$ cat src/rtl/cps_pkg.sv
package cps_pkg;

    typedef enum logic [2:0] {
        ST_IDLE,
        ST_ADDR,
        ST_ADDR_ACK,
        ST_WR_BYTE,
        ST_WR_ACK,
        ST_RD_BYTE,
        ST_RD_ACK
    } cps_state_e;

    localparam int CPS_NUM_CFG = 7;
    localparam int CPS_CFG_W   = 8 * CPS_NUM_CFG;

    localparam logic [3:0] CPS_A_TEST = 4'h8;
    localparam logic [3:0] CPS_A_ID   = 4'hA;
    localparam logic [3:0] CPS_A_D0L  = 4'hC;
    localparam logic [3:0] CPS_A_D0H  = 4'hD;
    localparam logic [3:0] CPS_A_D1L  = 4'hE;
    localparam logic [3:0] CPS_A_D1H  = 4'hF;

    function automatic logic [6:0] cps_own_addr(input logic [1:0] sel);
        unique case (sel)
            2'd0:    return 7'b0101001;
            2'd1:    return 7'b0111001;
            default: return 7'b1001001;
        endcase
    endfunction

endpackage

$ cat src/rtl/cps_line_sync.sv
module cps_line_sync #(
    parameter int STAGES = 2
) (
    input  logic clk,
    input  logic rst_n,
    input  logic scl_i,
    input  logic sda_i,
    output logic scl_q,
    output logic sda_q,
    output logic scl_rise,
    output logic scl_fall,
    output logic start_det,
    output logic stop_det
);
    logic [STAGES-1:0] scl_sh, sda_sh;
    logic              scl_prev, sda_prev;

    always_ff @(posedge clk or negedge rst_n) begin
        if (!rst_n) begin
            scl_sh   <= '1;
            sda_sh   <= '1;
            scl_prev <= 1'b1;
            sda_prev <= 1'b1;
        end else begin
            scl_sh   <= {scl_sh[STAGES-2:0], scl_i};
            sda_sh   <= {sda_sh[STAGES-2:0], sda_i};
            scl_prev <= scl_sh[STAGES-1];
            sda_prev <= sda_sh[STAGES-1];
        end
    end

    assign scl_q     = scl_sh[STAGES-1];
    assign sda_q     = sda_sh[STAGES-1];
    assign scl_rise  = scl_q && !scl_prev;
    assign scl_fall  = !scl_q && scl_prev;
    assign start_det = scl_q && scl_prev && sda_prev && !sda_q;
    assign stop_det  = scl_q && scl_prev && !sda_prev && sda_q;
endmodule

$ cat src/rtl/cps_regfile.sv
module cps_regfile
    import cps_pkg::*;
#(
    parameter logic [7:0] ID_VALUE   = 8'h5C,
    parameter logic [7:0] TEST_VALUE = 8'hA5
) (
    input  logic                 clk,
    input  logic                 rst_n,
    input  logic                 wr_en,
    input  logic [3:0]           wr_addr,
    input  logic [7:0]           wdata,
    input  logic [3:0]           rd_addr,
    input  logic [15:0]          data0_i,
    input  logic [15:0]          data1_i,
    output logic [7:0]           rdata,
    output logic [CPS_CFG_W-1:0] cfg_o
);
    localparam logic [3:0] CFG_LAST = 4'(CPS_NUM_CFG - 1);

    logic [7:0] cfg_q [CPS_NUM_CFG];

    always_ff @(posedge clk or negedge rst_n) begin
        if (!rst_n) begin
            for (int i = 0; i < CPS_NUM_CFG; i++) cfg_q[i] <= '0;
        end else if (wr_en && (wr_addr <= CFG_LAST)) begin
            cfg_q[wr_addr[2:0]] <= wdata;
        end
    end

    for (genvar g = 0; g < CPS_NUM_CFG; g++) begin : g_cfg_out
        assign cfg_o[8*g +: 8] = cfg_q[g];
    end

    always_comb begin
        rdata = '0;
        if (rd_addr <= CFG_LAST) begin
            rdata = cfg_q[rd_addr[2:0]];
        end else begin
            case (rd_addr)
                CPS_A_TEST: rdata = TEST_VALUE;
                CPS_A_ID:   rdata = ID_VALUE;
                CPS_A_D0L:  rdata = data0_i[7:0];
                CPS_A_D0H:  rdata = data0_i[15:8];
                CPS_A_D1L:  rdata = data1_i[7:0];
                CPS_A_D1H:  rdata = data1_i[15:8];
                default:    rdata = '0;
            endcase
        end
    end
endmodule

$ cat src/rtl/cmdptr_i2c_slave.sv
module cmdptr_i2c_slave
    import cps_pkg::*;
#(
    parameter int         SYNC_STAGES = 2,
    parameter logic [7:0] ID_VALUE    = 8'h5C,
    parameter logic [7:0] TEST_VALUE  = 8'hA5
) (
    input  logic                 clk,
    input  logic                 rst_n,
    input  logic [1:0]           addr_sel,
    input  logic                 scl_i,
    input  logic                 sda_i,
    output logic                 sda_oe,
    input  logic [15:0]          data0_i,
    input  logic [15:0]          data1_i,
    output logic [CPS_CFG_W-1:0] cfg_o
);
    logic scl_q, sda_q, scl_rise, scl_fall, start_det, stop_det;

    cps_line_sync #(.STAGES(SYNC_STAGES)) u_sync (
        .clk(clk), .rst_n(rst_n), .scl_i(scl_i), .sda_i(sda_i),
        .scl_q(scl_q), .sda_q(sda_q), .scl_rise(scl_rise), .scl_fall(scl_fall),
        .start_det(start_det), .stop_det(stop_det)
    );

    cps_state_e state, state_nxt;
    logic [7:0] shreg, txreg;
    logic [3:0] cnt, ptr, off;
    logic       nack;
    logic       wr_en;
    logic [3:0] wr_addr, rd_addr;
    logic [7:0] rdata;
    logic       addr_hit, byte_done;

    assign addr_hit  = (shreg[7:1] == cps_own_addr(addr_sel));
    assign byte_done = scl_fall && (cnt == 4'd8);
    assign wr_addr   = ptr + off;
    assign rd_addr   = ptr + off;
    assign wr_en     = (state == ST_WR_BYTE) && byte_done && !shreg[7];

    cps_regfile #(.ID_VALUE(ID_VALUE), .TEST_VALUE(TEST_VALUE)) u_regs (
        .clk(clk), .rst_n(rst_n), .wr_en(wr_en), .wr_addr(wr_addr),
        .wdata(shreg), .rd_addr(rd_addr), .data0_i(data0_i), .data1_i(data1_i),
        .rdata(rdata), .cfg_o(cfg_o)
    );

    // next-state decision
    always_comb begin
        state_nxt = state;
        if (start_det) begin
            state_nxt = ST_ADDR;
        end else if (stop_det) begin
            state_nxt = ST_IDLE;
        end else begin
            unique case (state)
                ST_IDLE:     state_nxt = ST_IDLE;
                ST_ADDR:     if (byte_done) state_nxt = addr_hit ? ST_ADDR_ACK : ST_IDLE;
                ST_ADDR_ACK: if (scl_fall) state_nxt = shreg[0] ? ST_RD_BYTE : ST_WR_BYTE;
                ST_WR_BYTE:  if (byte_done) state_nxt = ST_WR_ACK;
                ST_WR_ACK:   if (scl_fall) state_nxt = ST_WR_BYTE;
                ST_RD_BYTE:  if (scl_fall && cnt == 4'd7) state_nxt = ST_RD_ACK;
                ST_RD_ACK:   if (scl_fall) state_nxt = nack ? ST_IDLE : ST_RD_BYTE;
                default:     state_nxt = ST_IDLE;
            endcase
        end
    end

    // state register
    always_ff @(posedge clk or negedge rst_n) begin
        if (!rst_n) state <= ST_IDLE;
        else        state <= state_nxt;
    end

    // byte datapath and pointer
    always_ff @(posedge clk or negedge rst_n) begin
        if (!rst_n) begin
            shreg <= '0;
            txreg <= '0;
            cnt   <= '0;
            ptr   <= '0;
            off   <= '0;
            nack  <= 1'b0;
        end else if (start_det) begin
            cnt <= '0;
            off <= '0;
        end else begin
            unique case (state)
                ST_ADDR, ST_WR_BYTE: begin
                    if (scl_rise && cnt < 4'd8) begin
                        shreg <= {shreg[6:0], sda_q};
                        cnt   <= cnt + 4'd1;
                    end
                    if (state == ST_WR_BYTE && byte_done) begin
                        if (shreg[7]) begin
                            ptr <= shreg[3:0];
                            off <= '0;
                        end else begin
                            off <= off + 4'd1;
                        end
                    end
                end
                ST_ADDR_ACK: if (scl_fall) begin
                    cnt <= '0;
                    if (shreg[0]) txreg <= rdata;
                end
                ST_WR_ACK: if (scl_fall) cnt <= '0;
                ST_RD_BYTE: if (scl_fall) begin
                    if (cnt == 4'd7) begin
                        off <= off + 4'd1;
                    end else begin
                        txreg <= {txreg[6:0], 1'b0};
                        cnt   <= cnt + 4'd1;
                    end
                end
                ST_RD_ACK: begin
                    if (scl_rise) nack <= sda_q;
                    if (scl_fall) begin
                        txreg <= rdata;
                        cnt   <= '0;
                    end
                end
                default: ;
            endcase
        end
    end

    // outputs
    always_comb begin
        unique case (state)
            ST_ADDR_ACK, ST_WR_ACK: sda_oe = 1'b1;
            ST_RD_BYTE:             sda_oe = !txreg[7];
            default:                sda_oe = 1'b0;
        endcase
    end
endmodule

$ cat config.mk
export PLATFORM = sky130hd
export DESIGN_NAME = cmdptr_i2c_slave
export DESIGN_NICKNAME = d
export VERILOG_FILES = /design/src/rtl/cps_pkg.sv /design/src/rtl/cps_line_sync.sv /design/src/rtl/cps_regfile.sv /design/src/rtl/cmdptr_i2c_slave.sv
export SDC_FILE = /design/constraint.sdc
export NUM_CORES = 1
export LEC_CHECK = 0
export BUFFER_PORTS_ARGS = -buffer_cell sky130_fd_sc_hd__buf_2
export CORE_UTILIZATION = 48
export CTS_BUF_LIST = sky130_fd_sc_hd__clkbuf_8
export CTS_CLUSTER_SIZE = 30
export DETAILED_ROUTE_END_ITERATION = 8
export HOLD_SLACK_MARGIN = 0.02
export PLACE_DENSITY_LB_ADDON = 0.15
export SLEW_MARGIN = 0
export SYNTH_ARGS = -nofsm -noshare
export SYNTH_HDL_FRONTEND = slang
export SYNTH_SLANG_ARGS = --single-unit
$ cat constraint.sdc
create_clock -name clk -period 3.9 [get_ports clk]
set_input_delay 0.39 -clock clk [delete_from_list [all_inputs] [get_ports clk]]
set_output_delay 0.39 -clock clk [all_outputs]
set_load 0.02 [all_outputs]
==> results.ini, run 1 <==
[status]
status=complete, no violations

[critical_path]
crit_arrival_ns=3.21
critPathCaptureType=register
r2r_start=off[2]
path_max_fanout=8
rr_endpoint=u_regs.cfg_o[9]
crit_required_ns=4.15
start_kind=register
critPathKind=reg2reg
r2r_setup_slack_ns=0.94
r2r_cells=6

[placed_design]
dp_slack_ns=0.923
port_buffers=94
placedCellCount=622
gp_congestion=0.810
post-dp-hpwl_mm=8.98

[power]
peakVddDrop_mv=0.323
p_leak_nw=2.79
power_density_nw_per_um2=329
finalPower_mw=1.87

[clock_network]
root_buffer=clkbuf_8
cts.sinks=94
holdBufCountCts=0
cts_inserted_buffers=9
cts_max_path_buffers=2
cts_tree=built
post_cts_buffers=0
path_clk_slew_ns=0.09
cts_resized=0
clk_latency_ns=0.37
h-tree-depth=3

[flow_run]
cap_violations=0

[min_path]
hold_path.class=in2reg
min-delay-start=scl_i
hold_end=u_sync.scl_sh[0]
hold_depth=1

[synthesis]
synth_nets=461
synth_area_leader_cell=dfrtp_1
yosysTopAreaCellShare_pct=44.6
syn-cell-area_um2=4940
synth_area_per_cell_um2=11.9
synth.top_cells.by_area=dfrtp_1 45%, mux2_2 16%, mux4_2 5.9%
synth-edff-count=0
synth_cells=416
ys_ff_latch=94
synth.yosys.seq_area_share_pct=47.8
async_flop_share_pct=100
synth_warnings=0
yosysUniqueCellTypes=56
synth_flop_cell=dfrtp_1

[cells_and_area]
n_antenna_cell=0
drive_gt1_share_pct=42.3
fin_cells=637
area_delta_synth_final_pct=15.2
nets=545
nFillCells=847

[global_routing]
first_global_vias=3687
grt-ovfl-total=0
grt.total_usage_pct=26.0
grt_pass1_wl_mm=20.0
grt_max_degree=72
antenna_found_initial=0

[timing]
worst_slack_ns=0.936
timing.setup.tns_ns=0
max_freq_ghz=0.337
fin_crit_ns=2.96
setup_viol=0
tightest_slew_ns=1.03
fin_crit_sh_pct=76.0
rsz0062_at_grt=no
finalHoldViolations=0
whs_ns=0.118
maxSlewHeadroom_pct=31.1
fin_skew_ns=0.00860
drv_slew=0

[floorplan]
chipWidth_um=103
die_area_um2=10700
coreArea_um2=9860
start_util_pct=50.1
io_pins=95
fp-row-count=36
die_h_um=103

[detailed_routing]
routedWlPerCell_um=20.0
via_per_inst=5.89
ant_nets=0
drc=0
drt-pass1-iter-count=4
postRouteWirelength_mm=12.8
vias=3751
drt_iter0_drc=129

-- worst max path at each step --
stage	startpoint	cells after the start	to	slack (ns)
after floorplan	off[0]	8	txreg[1]	1.29
after global placement	off[0]	3	u_regs.cfg_o[10]	1.00
after detailed placement	off[2]	6	u_regs.cfg_o[8]	0.92
after CTS	off[0]	5	u_regs.cfg_o[22]	0.95
after global routing	off[2]	6	u_regs.cfg_o[8]	0.76
final	off[2]	6	u_regs.cfg_o[9]	0.94
-- per-layer routing --
layer  track usage, %  vias to the layer above  part of all wire [%]
li1                 -                     1726                     -
met5                0                        -                     0
met1             35.7                     1885                    46
met2             40.8                      129                    47
met4             6.50                        0                  0.90
met3             7.19                       11                   5.8
-- registers in the layout, indices dropped and copies added, names as in the netlist, 2 cells and up --
signal	flops
ptr	4
state	3
u_regs.cfg_o	56
cnt	4
u_sync.sda_sh	2
u_sync.scl_sh	2
shreg	8
txreg	8
off	4
-- stage by stage --
step / utilization, % / area, µm²
after global routing: 57.7 / 5690
final: 57.7 / 5690
after CTS: 57.7 / 5690
after detailed placement: 56.0 / 5530
after floorplan: - / 4940
after global placement: 56.0 / 5530
-- worst max-delay path, cell delays in order, from the launching register on --
cell and delay, ns:
dfrtp_1 0.42, ha_1 0.35, a21oi_1 0.18, a21oi_1 0.21, nor4_4 0.55, nand4_1 0.63
mux2_2 0.50
-- final cells by class --
cell class              instances  area [µm²]  share of cell area [%]
repair buffers                100         518                    9.10
well taps                     133         166                    2.92
clock buffers                   9         124                    2.18
inverters                       6        22.5                   0.396
multi-input cells             289        2460                    43.2
flip-flops and latches         94        2360                    41.5
clock inverters                 6        40.0                   0.704
-- Yosys cell counts (8+ instances only) --
| cell | count |
|---|---|
| nand2b_1 | 8 |
| o21ai_0 | 13 |
| nor2b_1 | 10 |
| nand2_1 | 13 |
| mux4_2 | 13 |
| mux2_2 | 69 |
| dfrtp_1 | 88 |
| nor2_1 | 28 |
| mux2i_1 | 10 |
| clkbuf_1 | 21 |
| nor3_1 | 8 |
| nand3_1 | 12 |
| a21oi_1 | 14 |
-- cells in the final DEF (no fill, tap or decap), types with 9 or more instances in the layout --
master    instances
mux2i_1          10
buf_2            93
nor2b_1          10
a21oi_1          14
nand2_1          13
mux4_2           13
dfrtp_1          88
mux2_2           69
clkbuf_8          9
nor2_1           28
o21ai_0          13
nand3_1          12
-- kinds of logic after synthesis --
| kind of cell | after synthesis | share of synthesized area [%] |
|---|---|---|
| compound gates | 74 | 10.4 |
| xor+xnor | 5 | 0.887 |
| fa+ha+maj | 7 | 1.93 |
| buf+inv | 33 | 2.61 |
| flops | 94 | 47.8 |
| mux | 92 | 23.7 |
| simple gates | 111 | 12.7 |
-- power breakdown --
part           switching (mW)  internal (mW)  leakage, nW
Clock                   0.345          0.228       0.0906
Combinational          0.0933         0.0874         1.45
Sequential             0.0871           1.03         1.25
(Power assumes the default switching activity.)
==> inputs of run 2 (changes only) <==
- ABC_AREA: not set -> 1
- clock period: 3.9 -> 2.8 ns (I/O delays scaled with it)
==> run 2 against run 1 <==
Against the previous run:
- final cell count increased by 47%
- fmax rose by 11%
- critical endpoint is now u_regs.cfg_o[22]
- first-iteration DRC count rose to 3.5 times the previous value
- largest power group unchanged
- sequential cell count did not move
- worst hold slack improved by 0.21 ns
==> results.ini, run 2 <==
[timing]
tightest_slew_ns=0.604
fin_skew_ns=0.00856
max_freq_ghz=0.374
drv_slew=0
setup_viol=0
worst_slack_ns=0.126
rsz0062_at_grt=yes
finalHoldViolations=0
fin_crit_sh_pct=95.5
fin_crit_ns=2.67
maxSlewHeadroom_pct=59.6

[power]
p_int_mw=2.46
clkPwrFrac_pct=29.1
peakVddDrop_mv=0.438
pwr-share-seq_pct=42.3
p_leak_nw=3.38
p_switching_mw=1.46
switching_share_pct=37.4
power_density_nw_per_um2=641
comb_power_share_pct=28.6

[synthesis]
synth_flop_cell=dfrtp_1
async_flop_share_pct=100
yosysTopAreaCellShare_pct=42.7
synth_common_cells=252 x nand2_1, 88 x dfrtp_1, 68 x nand3_1, 55 x inv_1, 47 x nor2_1
synth_most_common_cell=nand2_1
synth_area_leader_cell=dfrtp_1
synth.top_cells.by_area=dfrtp_1 43%, nand2_1 18%, nand3_1 6.6%
syn-cell-area_um2=5160
synth_cells=694
ys_ff_latch=94
synth_warnings=0
synth_area_per_cell_um2=7.44
yosysUniqueCellTypes=36
synth_nets=739
synth-edff-count=0
synth.yosys.seq_area_share_pct=45.7

[critical_path]
crit_path_top_delay_cell=fa_1
crit_arrival_ns=2.93
critPathTopFamily=simple AND/OR/NAND/NOR gates
slowest_delay_ns=0.58
cp_num_buf_inv=1
start_kind=register
path_max_fanout=14
crit_required_ns=3.06
path_cells=ha_1, fa_1, nand2_1, nor2_4, nor2_4, nand3_4, inv_6, nand2_4, nand2_1, o21ai_2
critPathCaptureType=register
critPathKind=reg2reg

[cells_and_area]
most-common-layout-cells=252 x nand2_1, 93 x buf_2, 88 x dfrtp_1
largest_reg_flops=56
nets=843
layout_commonest_cell=nand2_1
n_antenna_cell=0
fin_util_pct=59.0
nFillCells=996
drive_gt1_share_pct=21.3
area_delta_synth_final_pct=18.5

[global_routing]
first_global_vias=4640
grt_max_degree=56
grt.total_usage_pct=27.5
grt-ovfl-total=0
antenna_found_initial=1
grt_pass1_wl_mm=23.4

[detailed_routing]
ant_nets=0
drt_iter0_drc=448
postRouteWirelength_mm=14.6
routedWlPerCell_um=15.6
vias=4921
via_per_inst=5.24
drc=0
drt-pass1-iter-count=5

[min_path]
hold_path.class=in2reg

[clock_network]
clk_latency_ns=0.37
cts.sinks=94
root_buffer=clkbuf_8
cts_tree=built
path_clk_slew_ns=0.09
cts_max_path_buffers=2
h-tree-depth=3
cts_inserted_buffers=9

[floorplan]
chipWidth_um=106
die_area_um2=11200
die_h_um=106
coreArea_um2=10400
start_util_pct=49.8
io_pins=95
fp-row-count=37

[placed_design]
port_buffers=94
dp_slack_ns=0.147
post-dp-hpwl_mm=11.1
gp_congestion=0.897

[status]
status=complete, no violations

[flow_run]
cap_violations=0

-- run 2: kinds of logic (layout without fill, tap and decap cells) --
family	Yosys count	count (layout)	synth area share, %
compound gates	108	108	11.8
fa+ha+maj	7	7	1.84
xor+xnor	1	1	0.170
buf+inv	87	196	7.27
flops	94	94	45.7
simple gates	397	397	33.2
-- run 2: final cells by class --
type | instances | area [µm²] | area share, %
Tap cell | 136 | 170 | 2.78
Sequential cell | 94 | 2360 | 38.6
Inverter | 65 | 249 | 4.07
Clock inverter | 6 | 118 | 1.92
Multi-Input combinational cell | 513 | 2430 | 39.7
Timing Repair Buffer | 115 | 651 | 10.6
Clock buffer | 10 | 138 | 2.25
-- run 2: worst min-delay path: stages --
cell and delay [ns]:
buf_2 0.08, nand3_1 0.06, nand2_1 0.06, nor2_1 0.04, nand3_1 0.06, nand2_1 0.05
nand2_1 0.05
-- run 2: timing repair --
item                                    CTS  global route
hold endpoints to repair                 35             0
hold buffers                              3             0
resized for setup                         0             1
endpoints found under the setup margin    0            12
setup buffers                             0             4
-- run 2: final timing paths --
check	from	endpoint	slack [ns]	cells after the start
min in group asynchronous	rst_n	state[1]	0.41	2
worst min-delay path	data0_i[5]	txreg[5]	0.32	7
worst max register to register	off[0]	u_regs.cfg_o[22]	0.13	10
worst max-delay path	off[0]	u_regs.cfg_o[22]	0.13	10
worst min register to register	u_sync.scl_sh[0]	u_sync.scl_sh[1]	0.36	0
max in group asynchronous	rst_n	u_regs.cfg_o[23]	1.70	3
-- run 2: power by group through the flow --
stage | sequential (mW) | clock [mW] | combinational (mW)
3_3_place_gp | 1.67 | 0 | 1.09
2_1_floorplan | 1.63 | 0 | 0.730
3_5_place_dp | 1.68 | 0 | 1.10
6_report | 1.66 | 1.14 | 1.12
4_1_cts | 1.65 | 1.15 | 1.11
5_1_grt | 1.67 | 1.21 | 1.26
-- run 2: routing by layer --
layer | track usage [%] | vias to the layer above | part of all wire (%)
met3 | 4.02 | 22 | 6.2
met1 | 38.2 | 2279 | 46
li1 | - | 2444 | -
met4 | 9.23 | 2 | 1.4
met2 | 44.2 | 174 | 46
met5 | 0 | - | 0.089
-- run 2: per-stage QoR --
step / power (mW) / cell area, µm² / setup TNS, ns / hold WS [ns] / instances
after floorplan: 2.36 / 5160 / 0 / -0.0156 / 694
after detailed placement: 2.78 / 5790 / 0 / 0.286 / 916
final: 3.92 / 6110 / 0 / 0.324 / 939
after global placement: 2.76 / 5790 / 0 / 0.283 / 916
after CTS: 3.92 / 6080 / 0 / 0.315 / 935
after global routing: 4.15 / 6110 / -0.00309 / 0.345 / 939
